[src/rtl/txn_retry_ctl.sv]
module txn_retry_ctl #(
  parameter int NAK_W     = 8,
  parameter int ERR_TRIES = 3
) (
  input  logic             clk,
  input  logic             rst_n,
  input  logic             arm,
  input  logic             dir_out,
  input  logic [NAK_W-1:0] nak_limit,
  input  logic             resp_valid,
  input  logic [2:0]       resp_code,
  output logic             active,
  output logic             retry,
  output logic             irq,
  output logic             stalled,
  output logic             err_flag,
  output logic             nak_tmo,
  output logic             req_clr,
  output logic             fifo_flush
);
  localparam int ERR_W = $clog2(ERR_TRIES + 1);
  localparam logic [2:0] C_ACK = 3'd0, C_NAK = 3'd1, C_STALL = 3'd2;

  logic [NAK_W-1:0] nak_cnt;
  logic [ERR_W-1:0] err_cnt;

  wire take     = active && resp_valid && !arm;
  wire is_ack   = take && resp_code == C_ACK;
  wire is_nak   = take && resp_code == C_NAK;
  wire is_stall = take && resp_code == C_STALL;
  wire is_err   = take && (resp_code >= 3'd3) && (resp_code <= 3'd5);

  wire [NAK_W:0] nak_next = {1'b0, nak_cnt} + 1'b1;
  wire [ERR_W:0] err_next = {1'b0, err_cnt} + 1'b1;
  wire nak_hit = is_nak && (nak_limit != '0) && (nak_next >= {1'b0, nak_limit});
  wire err_hit = is_err && (err_next >= (ERR_W+1)'(ERR_TRIES));

  always_ff @(posedge clk) begin
    if (!rst_n) begin
      active <= 1'b0; retry <= 1'b0; irq <= 1'b0;
      stalled <= 1'b0; err_flag <= 1'b0; nak_tmo <= 1'b0;
      req_clr <= 1'b0; fifo_flush <= 1'b0;
      nak_cnt <= '0; err_cnt <= '0;
    end else begin
      retry <= 1'b0; irq <= 1'b0; req_clr <= 1'b0; fifo_flush <= 1'b0;
      if (arm) begin
        active <= 1'b1;
        stalled <= 1'b0; err_flag <= 1'b0; nak_tmo <= 1'b0;
        nak_cnt <= '0; err_cnt <= '0;
      end else if (is_ack) begin
        active <= 1'b0;
        nak_cnt <= '0; err_cnt <= '0;
      end else if (is_nak) begin
        err_cnt <= '0;
        if (nak_cnt != '1) nak_cnt <= nak_next[NAK_W-1:0];
        if (nak_hit) begin
          active <= 1'b0; nak_tmo <= 1'b1; irq <= 1'b1;
        end else begin
          retry <= 1'b1;
        end
      end else if (is_stall) begin
        active <= 1'b0; stalled <= 1'b1; irq <= 1'b1;
      end else if (is_err) begin
        err_cnt <= err_next[ERR_W-1:0];
        if (err_hit) begin
          active <= 1'b0; err_flag <= 1'b1; irq <= 1'b1;
          req_clr <= !dir_out; fifo_flush <= dir_out;
        end else begin
          retry <= 1'b1;
        end
      end
    end
  end

  a_r7_stall_no_retry: assert property (@(posedge clk) disable iff (!rst_n)
    (active && resp_valid && !arm && resp_code == C_STALL) |=> (!retry && irq && stalled && !active));

  a_r9_one_terminal_action: assert property (@(posedge clk) disable iff (!rst_n)
    !(req_clr && fifo_flush));

  a_r3_retry_irq_exclusive: assert property (@(posedge clk) disable iff (!rst_n)
    !(retry && irq));

  a_r5_irq_ends_txn: assert property (@(posedge clk) disable iff (!rst_n)
    irq |-> !active);

  a_r11_idle_ignored: assert property (@(posedge clk) disable iff (!rst_n)
    (!active && !arm) |=> (!retry && !irq && !active));

  a_r2_arm_clears: assert property (@(posedge clk) disable iff (!rst_n)
    arm |=> (active && !stalled && !err_flag && !nak_tmo));
endmodule

[config.mk]
export PLATFORM = sky130hd
export DESIGN_NAME = txn_retry_ctl
export DESIGN_NICKNAME = d
export VERILOG_FILES = /design/src/rtl/txn_retry_ctl.sv
export SDC_FILE = /design/constraint.sdc
export NUM_CORES = 1
export LEC_CHECK = 0
export BUFFER_PORTS_ARGS = -buffer_cell sky130_fd_sc_hd__buf_2
export CORE_ASPECT_RATIO = 0.8
export CORE_MARGIN = 2
export CORE_UTILIZATION = 40
export DETAILED_ROUTE_END_ITERATION = 16
export PLACE_DENSITY_LB_ADDON = 0.15
export SLEW_MARGIN = 0
export SYNTH_ARGS = -nofsm -noshare
export SYNTH_HDL_FRONTEND = slang
export SYNTH_SLANG_ARGS = --single-unit
[constraint.sdc]
create_clock -name clk -period 2.5 [get_ports clk]
set_input_delay 0.75 -clock clk [delete_from_list [all_inputs] [get_ports clk]]
set_output_delay 0.75 -clock clk [all_outputs]
set_load 0.005 [all_outputs]
==> results of run 1 <==
[state kept, by name (all words and copies together), names as in the netlist]
| signal | count |
|---|---|
| req_clr | 1 |
| stalled | 1 |
| irq | 1 |
| retry | 1 |
| nak_cnt | 8 |
| err_flag | 1 |
| nak_tmo | 1 |
| active | 1 |
| fifo_flush | 1 |
| err_cnt | 2 |
[cell families after synthesis]
kind of cell	count (synthesis)	synth area share
buffers and inverters	11	0.0443
adder cells (fa/ha/maj)	11	0.125
AO/OA/AOI/OAI	19	0.122
XOR/XNOR	12	0.0955
flip-flops	18	0.327
AND/OR/NAND/NOR	59	0.286
[per-stage QoR]
stage | util | hold WS, ps | cells | power [mW] | setup slack (ps)
global route | 0.509 | 511 | 191 | 0.548 | 34.9
floorplan | - | 464 | 130 | 0.321 | 317
global placement | 0.494 | 444 | 187 | 0.342 | 233
finish | 0.509 | 472 | 191 | 0.518 | 158
CTS | 0.508 | 478 | 191 | 0.527 | 106
detailed placement | 0.494 | 452 | 187 | 0.344 | 120
[report_power, final]
group | internal, mW | total, mW | switching [mW] | leakage [nW]
combinational | 0.0211 | 0.0465 | 0.0254 | 0.414
clock | 0.0889 | 0.181 | 0.0917 | 0.0210
sequential | 0.289 | 0.291 | 0.00198 | 0.146
total | 0.399 | 0.518 | 0.119 | 0.581
[cell type report]
| cell class | instances | area [sq um] |
|---|---|---|
| timing repair buffer | 23 | 115 |
| fill | 257 | 1240 |
| inverter | 9 | 33.8 |
| tap | 36 | 45.0 |
| sequential | 18 | 362 |
| multi-input combinational | 101 | 692 |
| clock buffer | 4 | 36.3 |
[critical path, cell delays in order (launching register included)]
cell and delay (ps):
dfxtp_2 370, ha_1 210, and3_4 220, nand3_1 140, xnor2_1 210, ha_1 280
nand2_1 80, nor2_1 50, a311oi_2 280, a21oi_2 120, o31a_1 280
[cell usage in the layout, fill, tap and decap left out]
master,instances
nand3_1,2
xnor2_1,9
a21oi_2,1
a21oi_1,5
ha_1,11
dfxtp_2,1
nor3_1,6
and3_4,2
or2_1,1
o31a_2,1
nor4_1,3
clkbuf_8,1
o31a_1,1
a2111oi_0,1
and3b_1,1
nand4_1,1
o211a_1,1
o21a_1,3
a311oi_2,1
nor2b_1,4
and2b_2,1
buf_2,23
nor3b_1,3
o21ai_0,5
and3_1,3
nand2_1,14
clkbuf_4,3
nor2_1,14
xor2_1,3
inv_1,9
nand3b_1,1
dfxtp_1,17
and2_1,2
and4bb_2,1
[worst min path at each step]
stage / from / slack, ps / endpoint / cells past startpoint
detailed placement: stalled / 450 / stalled / 1
finish: stalled / 470 / stalled / 1
floorplan: stalled / 460 / stalled / 1
CTS: stalled / 480 / stalled / 1
global placement: stalled / 440 / stalled / 1
global route: nak_tmo / 510 / nak_tmo / 1
[routing by layer]
layer	wire, um	part of all wire
met5	0	0
met4	31	0.014
met3	53	0.024
met2	1000	0.45
met1	1120	0.51
[repair_timing]
action / 4_1_cts / 5_1_grt
setup endpoints to repair: 0 / 1
endpoints found under the hold margin: 0 / 0
resized for setup: 0 / 1
==> impl_metrics.csv, run 1 <==
group,metric,value,unit
outcome,status,"completed",
global_route,grt_pass1_vias,865,
die,dieHeight,50.9,um
synthesis,synth-seq-cells,18,
drt,via_per_inst,4.86,
worst_setup_path,setup.worst_path.start_class,"flip-flop",
layout,drive_above_1_share,0.226,
clock_network,clkSlewWorstSetupHoldPaths,100,ps
worst_setup_path,crit_type,"reg -> reg",
clock_network,clockBufferDepth,2,
global_route,grt_max_degree,13,
synthesis,syn_area_per_cell,8.47,sq um
die,rows,16,
timing,final_max_slew_viol_count,0,
synthesis,synth_area_leader_cell,"dfxtp_1",
worst_setup_path,reg2regPathDepth,10,
die,start_util,0.437,
hold_path,min_path_type,"reg -> reg",
job,cap_violations,0,
drt,drtPass1Iterations,4,
clock_network,cts_setup_buffers,0,
worst_setup_path,crit_path_end_kind,"flip-flop",
worst_setup_path,critPathLaunch,"nak_cnt[0]",
die,pin_count,24,
clock_network,hold_buffers,0,
timing,tns,0,ps
timing,fmax,427,MHz
synthesis,yosys-top-cells-count,"18 x dfxtp_1, 14 x nand2_1, 14 x nor2_1",
drt,drc,0,
clock_network,cts_sinks,18,
pwr,p_per_area,403,mW/mm^2
global_route,use_met2,0.247,
timing,max_slew_margin,0.730,
drt,wl_per_cell,11.5,um
die,chipWidth,62.7,um
worst_setup_path,reg2reg_from,"nak_cnt[0]",
synthesis,synth_top_area_frac,0.327,
pwr,ir_worst_vdd,0.162,mV
placement,port_buffers,23,
placement,place_congestion,0.840,
layout,finalNetCount,183,
synthesis,async_reset_ff_frac,0,
clock_network,cts_tree,"yes",
synthesis,synth-edff-count,0,
pwr,power.leakage,0.581,nW
placement,hpwl,1830,um
synthesis,syn-cell-area,0.00110,sq mm
synthesis,synth_nets,157,
drt,num_vias,928,
drt,detail_route.iter0.violations,9,
worst_setup_path,endpoint,"irq",
synthesis,yosysMostFrequentCell,"dfxtp_1",
synthesis,synthCells,130,
clock_network,clk_latency,300,ps
global_route,grt_pass1_wl,3760,um
worst_setup_path,r2r_end,"irq",
clock_network,htree_levels,1,
worst_setup_path,r2r_setup_slack,160,ps
clock_network,cts_buffers,3,
timing,post-route-period-util,0.937,
global_route,antenna_found_initial,0,
global_route,overflow,0,
worst_setup_path,cp.arrival,2540,ps
synthesis,yosysWarnings,0,
placement,dpl-instance-area,0.00125,sq mm
timing,rsz0062_at_grt,"false",
timing,setup_violations,0,
die,dieArea,0.00319,sq mm
drt,detail-route-antenna-nets,0,
synthesis,synth_area_leaders,"dfxtp_1 33%, ha_1 13%, xnor2_1 7.2%, nand2_1 4.8%, nor2_1 4.8%",
clock_network,cts-root-buf,"clkbuf_4",
layout,antenna_cells,0,
synthesis,yosysUniqueCellTypes,32,
layout,design_area,0.00128,sq mm
worst_setup_path,crit_required,2700,ps
synthesis,seq_area_frac_synth,0.327,
global_route,grt_busiest_layer,"met2",
die,coreArea,0.00252,sq mm
global_route,grt_usage,0.152,
global_route,grt_use_met3,0.0396,
synthesis,synth_ff_type,"dfxtp_1",
timing,finalClockSkew,1.34,ps
timing,worstMarginPinSlew,404,ps
drt,finalWirelength,2200,um
timing,fin_crit,2340,ps
global_route,met1_usage,0.197,
worst_setup_path,path_max_fanout,4,
layout,syn2layout_area_growth,16.6,%
timing,finalHoldViolCount,0,
Power figures use the tool's default switching activity.
==> run 2, diff against run 1 <==
Settings changed: CORE_ASPECT_RATIO 0.8 to not set.
==> run 2 against run 1 <==
Combinational power about the same. Highest routed layer unchanged. Total power decreased by 1.4%. Cell area decreased by 0.49%. Critical endpoint unchanged. Largest cell class unchanged.
==> impl_metrics.csv, run 2 (synthesized netlist as in run 1, its figures left out) <==
group,metric,value,unit
layout,largest_register,"nak_cnt",
drt,finalWirelength,2180,um
layout,finalNetCount,183,
worst_setup_path,slowest_stage,"dfxtp_2",
drt,wl_per_cell,11.7,um
pwr,p_comb_frac,0.091,
worst_setup_path,critPathLaunch,"nak_cnt[0]",
placement,hpwl,1840,um
drt,detail-route-antenna-nets,0,
timing,setup_violations,0,
clock_network,cts_tree,"yes",
drt,num_vias,963,
worst_setup_path,reg2regPathDepth,10,
global_route,antenna_found_initial,0,
die,rows,19,
clock_network,cts-root-buf,"clkbuf_4",
layout,fin_cells,186,
outcome,status,"completed",
placement,dp.cells,182,
worst_setup_path,cp.arrival,2470,ps
worst_setup_path,crit_path_end_kind,"flip-flop",
pwr,ir_worst_vdd,0.368,mV
worst_setup_path,cp.depth,10,
worst_setup_path,crit_path_max_incr_delay,370,ps
timing,finalClockSkew,6.56,ps
clock_network,clockBufferDepth,2,
layout,design_area,0.00128,sq mm
layout,fillCellCount,289,
worst_setup_path,r2r_end,"irq",
pwr,switching_power,0.112,mW
die,dieArea,0.00319,sq mm
worst_setup_path,endpoint,"irq",
timing,hold_ws,467,ps
pwr,internal-power,0.399,mW
die,start_util,0.410,
global_route,grt_max_degree,13,
hold_path,min_path_type,"reg -> reg",
pwr,power_frac_clock,0.340,
pwr,power.leakage,0.581,nW
die,pin_count,24,
job,cap_violations,0,
global_route,overflow,0,
drt,drc,0,
layout,syn2layout_area_growth,16.0,%
layout,final_cell_mix,"23 x buf_2, 17 x dfxtp_1, 14 x nand2_1, 14 x nor2_1, 11 x ha_1",
layout,antenna_cells,0,
layout,final_common_cell,"buf_2",
pwr,seqPwrFrac,0.569,
layout,ff_latch_area,362,sq um
worst_setup_path,crit_chain,"ha_1, and3_4, nand3_1, xnor2_1, ha_1, nand2_1, nor2_1, a311oi_2, a21oi_2, o31a_1",
die,coreArea,0.00269,sq mm
layout,largestRegisters,"nak_cnt: 8 flops, err_cnt: 2 flops",
drt,drtPass1Iterations,3,
layout,drive_above_1_share,0.226,
clock_network,clkSlewWorstSetupHoldPaths,100,ps
worst_setup_path,cpMostUsedCell,"ha_1",
die,dieHeight,56.5,um
timing,tns,0,ps
global_route,grt_pass1_vias,925,
worst_setup_path,crit_type,"reg -> reg",
timing,fin_crit,2280,ps
timing,finalHoldViolCount,0,
layout,multi_input_area,692,sq um
pwr,p_per_area,400,mW/mm^2
worst_setup_path,path_max_fanout,4,
clock_network,cts_sinks,18,
placement,dpl-instance-area,0.00124,sq mm
timing,fmax,438,MHz
clock_network,htree_levels,1,
timing,rsz0062_at_grt,"false",
placement,port_buffers,23,
die,chipWidth,56.5,um
layout,largest_register_ffs,8,
timing,worstMarginPinSlew,407,ps
worst_setup_path,critPathTopFamily,"compound AO/OA/AOI/OAI gates",
worst_setup_path,crit_required,2690,ps
global_route,grt_usage,0.152,
worst_setup_path,path_buf_inv,0,
worst_setup_path,setup.worst_path.start_class,"flip-flop",
timing,max_slew_margin,0.728,
drt,detail_route.iter0.violations,21,
worst_setup_path,reg2reg_from,"nak_cnt[0]",
clock_network,clk_latency,290,ps
clock_network,hold_buffers,0,
timing,final_max_slew_viol_count,0,
clock_network,cts_buffers,3,
placement,place_congestion,0.809,
drt,via_per_inst,5.18,
pwr,switching_share,0.219,
global_route,grt_pass1_wl,3810,um
timing,post-route-period-util,0.913,
worst_setup_path,r2r_setup_slack,220,ps
pwr,total_power,0.511,mW
run 2: power by group through the flow:
stage	clock network, mW	logic [mW]	registers [mW]
after floorplan	0	0.0237	0.297
after detailed placement	0	0.0469	0.297
final	0.174	0.0465	0.291
after CTS	0.183	0.0471	0.291
after global placement	0	0.0452	0.297
after global routing	0.190	0.0536	0.291
run 2: layout make-up:
cell class	count	share of cell area
Multi-Input combinational cell	101	0.542
Tap cell	31	0.0304
Clock buffer	4	0.0284
Sequential cell	18	0.283
Inverter	9	0.0264
Timing Repair Buffer	23	0.0901
run 2: worst min path at each step:
stage	start	endpoint	cells after the start
2_1_floorplan	stalled	stalled	1
3_3_place_gp	err_flag	err_flag	1
3_5_place_dp	stalled	stalled	1
4_1_cts	stalled	stalled	1
5_1_grt	stalled	stalled	1
6_report	stalled	stalled	1
run 2: repair_timing:
action / 4_1_cts / 5_1_grt
buffers inserted: 0 / 0
gates resized for setup: 0 / 1
endpoints found under the setup margin: 0 / 1
hold endpoints to repair: 0 / 0
run 2: per-layer routing:
| layer | up-vias | track usage | share of wire |
|---|---|---|---|
| li1 | 499 | - | - |
| met1 | 448 | 0.164 | 0.43 |
| met2 | 14 | 0.286 | 0.52 |
| met3 | 2 | 0.0415 | 0.038 |
| met4 | 0 | 0.0408 | 0.0083 |
| met5 | - | 0 | 0 |
run 2: stage by stage:
step | worst slack, ps | utilization
after CTS | 148 | 0.475
after floorplan | 317 | -
final | 218 | 0.476
after global placement | 244 | 0.462
after detailed placement | 152 | 0.462
after global routing | 38.8 | 0.476
==> run 3, diff against run 2 <==
Settings changed: GPL_TIMING_DRIVEN set to 0.
==> run 3 against run 2 <==
Utilization grew 0.56 points. Maximum frequency shrank 1.0%. Sequential power about the same. Via count decreased by 0.93%. Critical path depth did not move.
==> impl_metrics.csv, run 3 (synthesized netlist as in run 1, its figures left out) <==
group,metric,value,unit
drt,via_per_inst,5.07,
clock_network,cts_resized,0,
clock_network,hold_buffers,0,
pwr,internal-power,0.399,mW
worst_setup_path,crit_chain,"ha_1, and3_4, nand3_1, xnor2_1, ha_1, nand2_1, nor2_1, a311oi_2, a21oi_2, o31a_1",
die,rows,19,
pwr,switching_share,0.224,
layout,final_cell_mix,"23 x buf_2, 17 x dfxtp_1, 14 x nand2_1, 14 x nor2_1, 11 x ha_1",
placement,hpwl,1720,um
timing,tns,0,ps
hold_path,min_path_type,"reg -> reg",
layout,design_area,0.00129,sq mm
clock_network,cts_tree,"yes",
timing,worstMarginPinSlew,434,ps
layout,fillCellCount,283,
pwr,switching_power,0.115,mW
placement,place_congestion,0.739,
worst_setup_path,cp.arrival,2490,ps
worst_setup_path,crit_required,2690,ps
global_route,grt_pass1_wl,3600,um
timing,finalHoldViolCount,0,
global_route,grt_pass1_vias,881,
worst_setup_path,cpMostUsedCell,"ha_1",
placement,port_buffers,23,
clock_network,cts_setup_buffers,0,
timing,final_max_slew_viol_count,0,
die,chipWidth,56.5,um
timing,max_slew_margin,0.710,
pwr,p_comb_frac,0.090,
layout,final_core_util,0.481,
die,dieArea,0.00319,sq mm
worst_setup_path,crit_type,"reg -> reg",
outcome,status,"completed",
timing,finalClockSkew,4.71,ps
clock_network,htree_levels,1,
die,start_util,0.410,
drt,drc,0,
clock_network,clkSlewWorstSetupHoldPaths,100,ps
clock_network,clockBufferDepth,2,
drt,wl_per_cell,10.9,um
drt,drtPass1Iterations,4,
layout,finalNetCount,185,
global_route,overflow,0,
pwr,ir_worst_vdd,0.246,mV
clock_network,cts_sinks,18,
layout,largestRegisters,"nak_cnt: 8 flops, err_cnt: 2 flops",
timing,fmax,434,MHz
pwr,power_frac_clock,0.345,
layout,largest_register,"nak_cnt",
die,pin_count,24,
layout,antenna_cells,0,
pwr,p_per_area,398,mW/mm^2
global_route,grt_max_degree,11,
pwr,seqPwrFrac,0.565,
timing,fin_crit,2310,ps
drt,num_vias,954,
worst_setup_path,path_max_fanout,4,
drt,finalWirelength,2050,um
timing,setup_violations,0,
worst_setup_path,crit_path_end_kind,"flip-flop",
worst_setup_path,crit_path_max_incr_delay,370,ps
placement,dp.cells,184,
clock_network,clk_latency,290,ps
worst_setup_path,slowest_stage,"dfxtp_2",
drt,detail_route.iter0.violations,34,
global_route,antenna_found_initial,0,
timing,rsz0062_at_grt,"false",
layout,syn2layout_area_growth,17.4,%
job,cap_violations,0,
die,coreArea,0.00269,sq mm
layout,largest_register_ffs,8,
timing,post-route-period-util,0.923,
layout,drive_above_1_share,0.229,
die,dieHeight,56.5,um
drt,detail-route-antenna-nets,0,
worst_setup_path,setup.worst_path.start_class,"flip-flop",
clock_network,cts_buffers,3,
global_route,grt_usage,0.144,
clock_network,cts-root-buf,"clkbuf_4",
layout,final_common_cell,"buf_2",
pwr,power.leakage,0.588,nW
placement,dpl-instance-area,0.00125,sq mm
layout,fin_cells,188,
==> run 3: changes by cell type in the layout (fill, tap and decap cells not counted) <==
| cell | previous run | this run |
|---|---|---|
| clkbuf_1 | 0 | 1 |
| buf_6 | 0 | 1 |
==> run 3: through the flow <==
step	hold slack, ps	setup WS [ps]	total power, mW
after CTS	474	113	0.528
after global placement	446	166	0.343
after global routing	496	21.7	0.547
final	469	194	0.514
after floorplan	464	317	0.321
after detailed placement	448	136	0.344
==> run 3: per-layer routing <==
layer	global-route usage	share of wire	wire length (um)	vias up
met1	0.154	0.41	846	427
met2	0.252	0.52	1060	21
li1	-	-	-	502
met4	0.0782	0.016	32	0
met3	0.0415	0.054	111	4
met5	0	0	0	-
==> run 3: area by class of cell <==
class                           instances  area [sq um]  area share
Inverter                                9          33.8      0.0261
Timing Repair Buffer                   23           115      0.0891
Buffer                                  2          15.0      0.0116
Tap cell                               31          38.8      0.0300
Clock buffer                            4          36.3      0.0281
Multi-Input combinational cell        101           692       0.535
Sequential cell                        18           362       0.280
==> run 3: worst paths after layout <==
kind | from | end | slack [ps] | cells past startpoint
worst min register to register | err_flag | err_flag | 470 | 1
worst max register to register | nak_cnt[0] | irq | 190 | 10
worst min-delay path | err_flag | err_flag | 470 | 1
worst max-delay path | nak_cnt[0] | irq | 190 | 10
==> run 3: power by group through the flow <==
stage / logic, mW / clock network (mW) / registers (mW)
CTS: 0.0468 / 0.190 / 0.291
global route: 0.0535 / 0.202 / 0.291
detailed placement: 0.0466 / 0 / 0.297
global placement: 0.0455 / 0 / 0.297
finish: 0.0461 / 0.177 / 0.291
floorplan: 0.0237 / 0 / 0.297
==> run 3: worst max-delay path: cells and delay by family, from the launching register on <==
| family | cells | cell delay [ps] |
|---|---|---|
| and+or+nand+nor | 4 | 480 |
| DFF | 1 | 370 |
| xor gates and xnor gates | 1 | 170 |
| adders and majority gates | 2 | 490 |
| AOI/OAI and AO/OA | 3 | 700 |
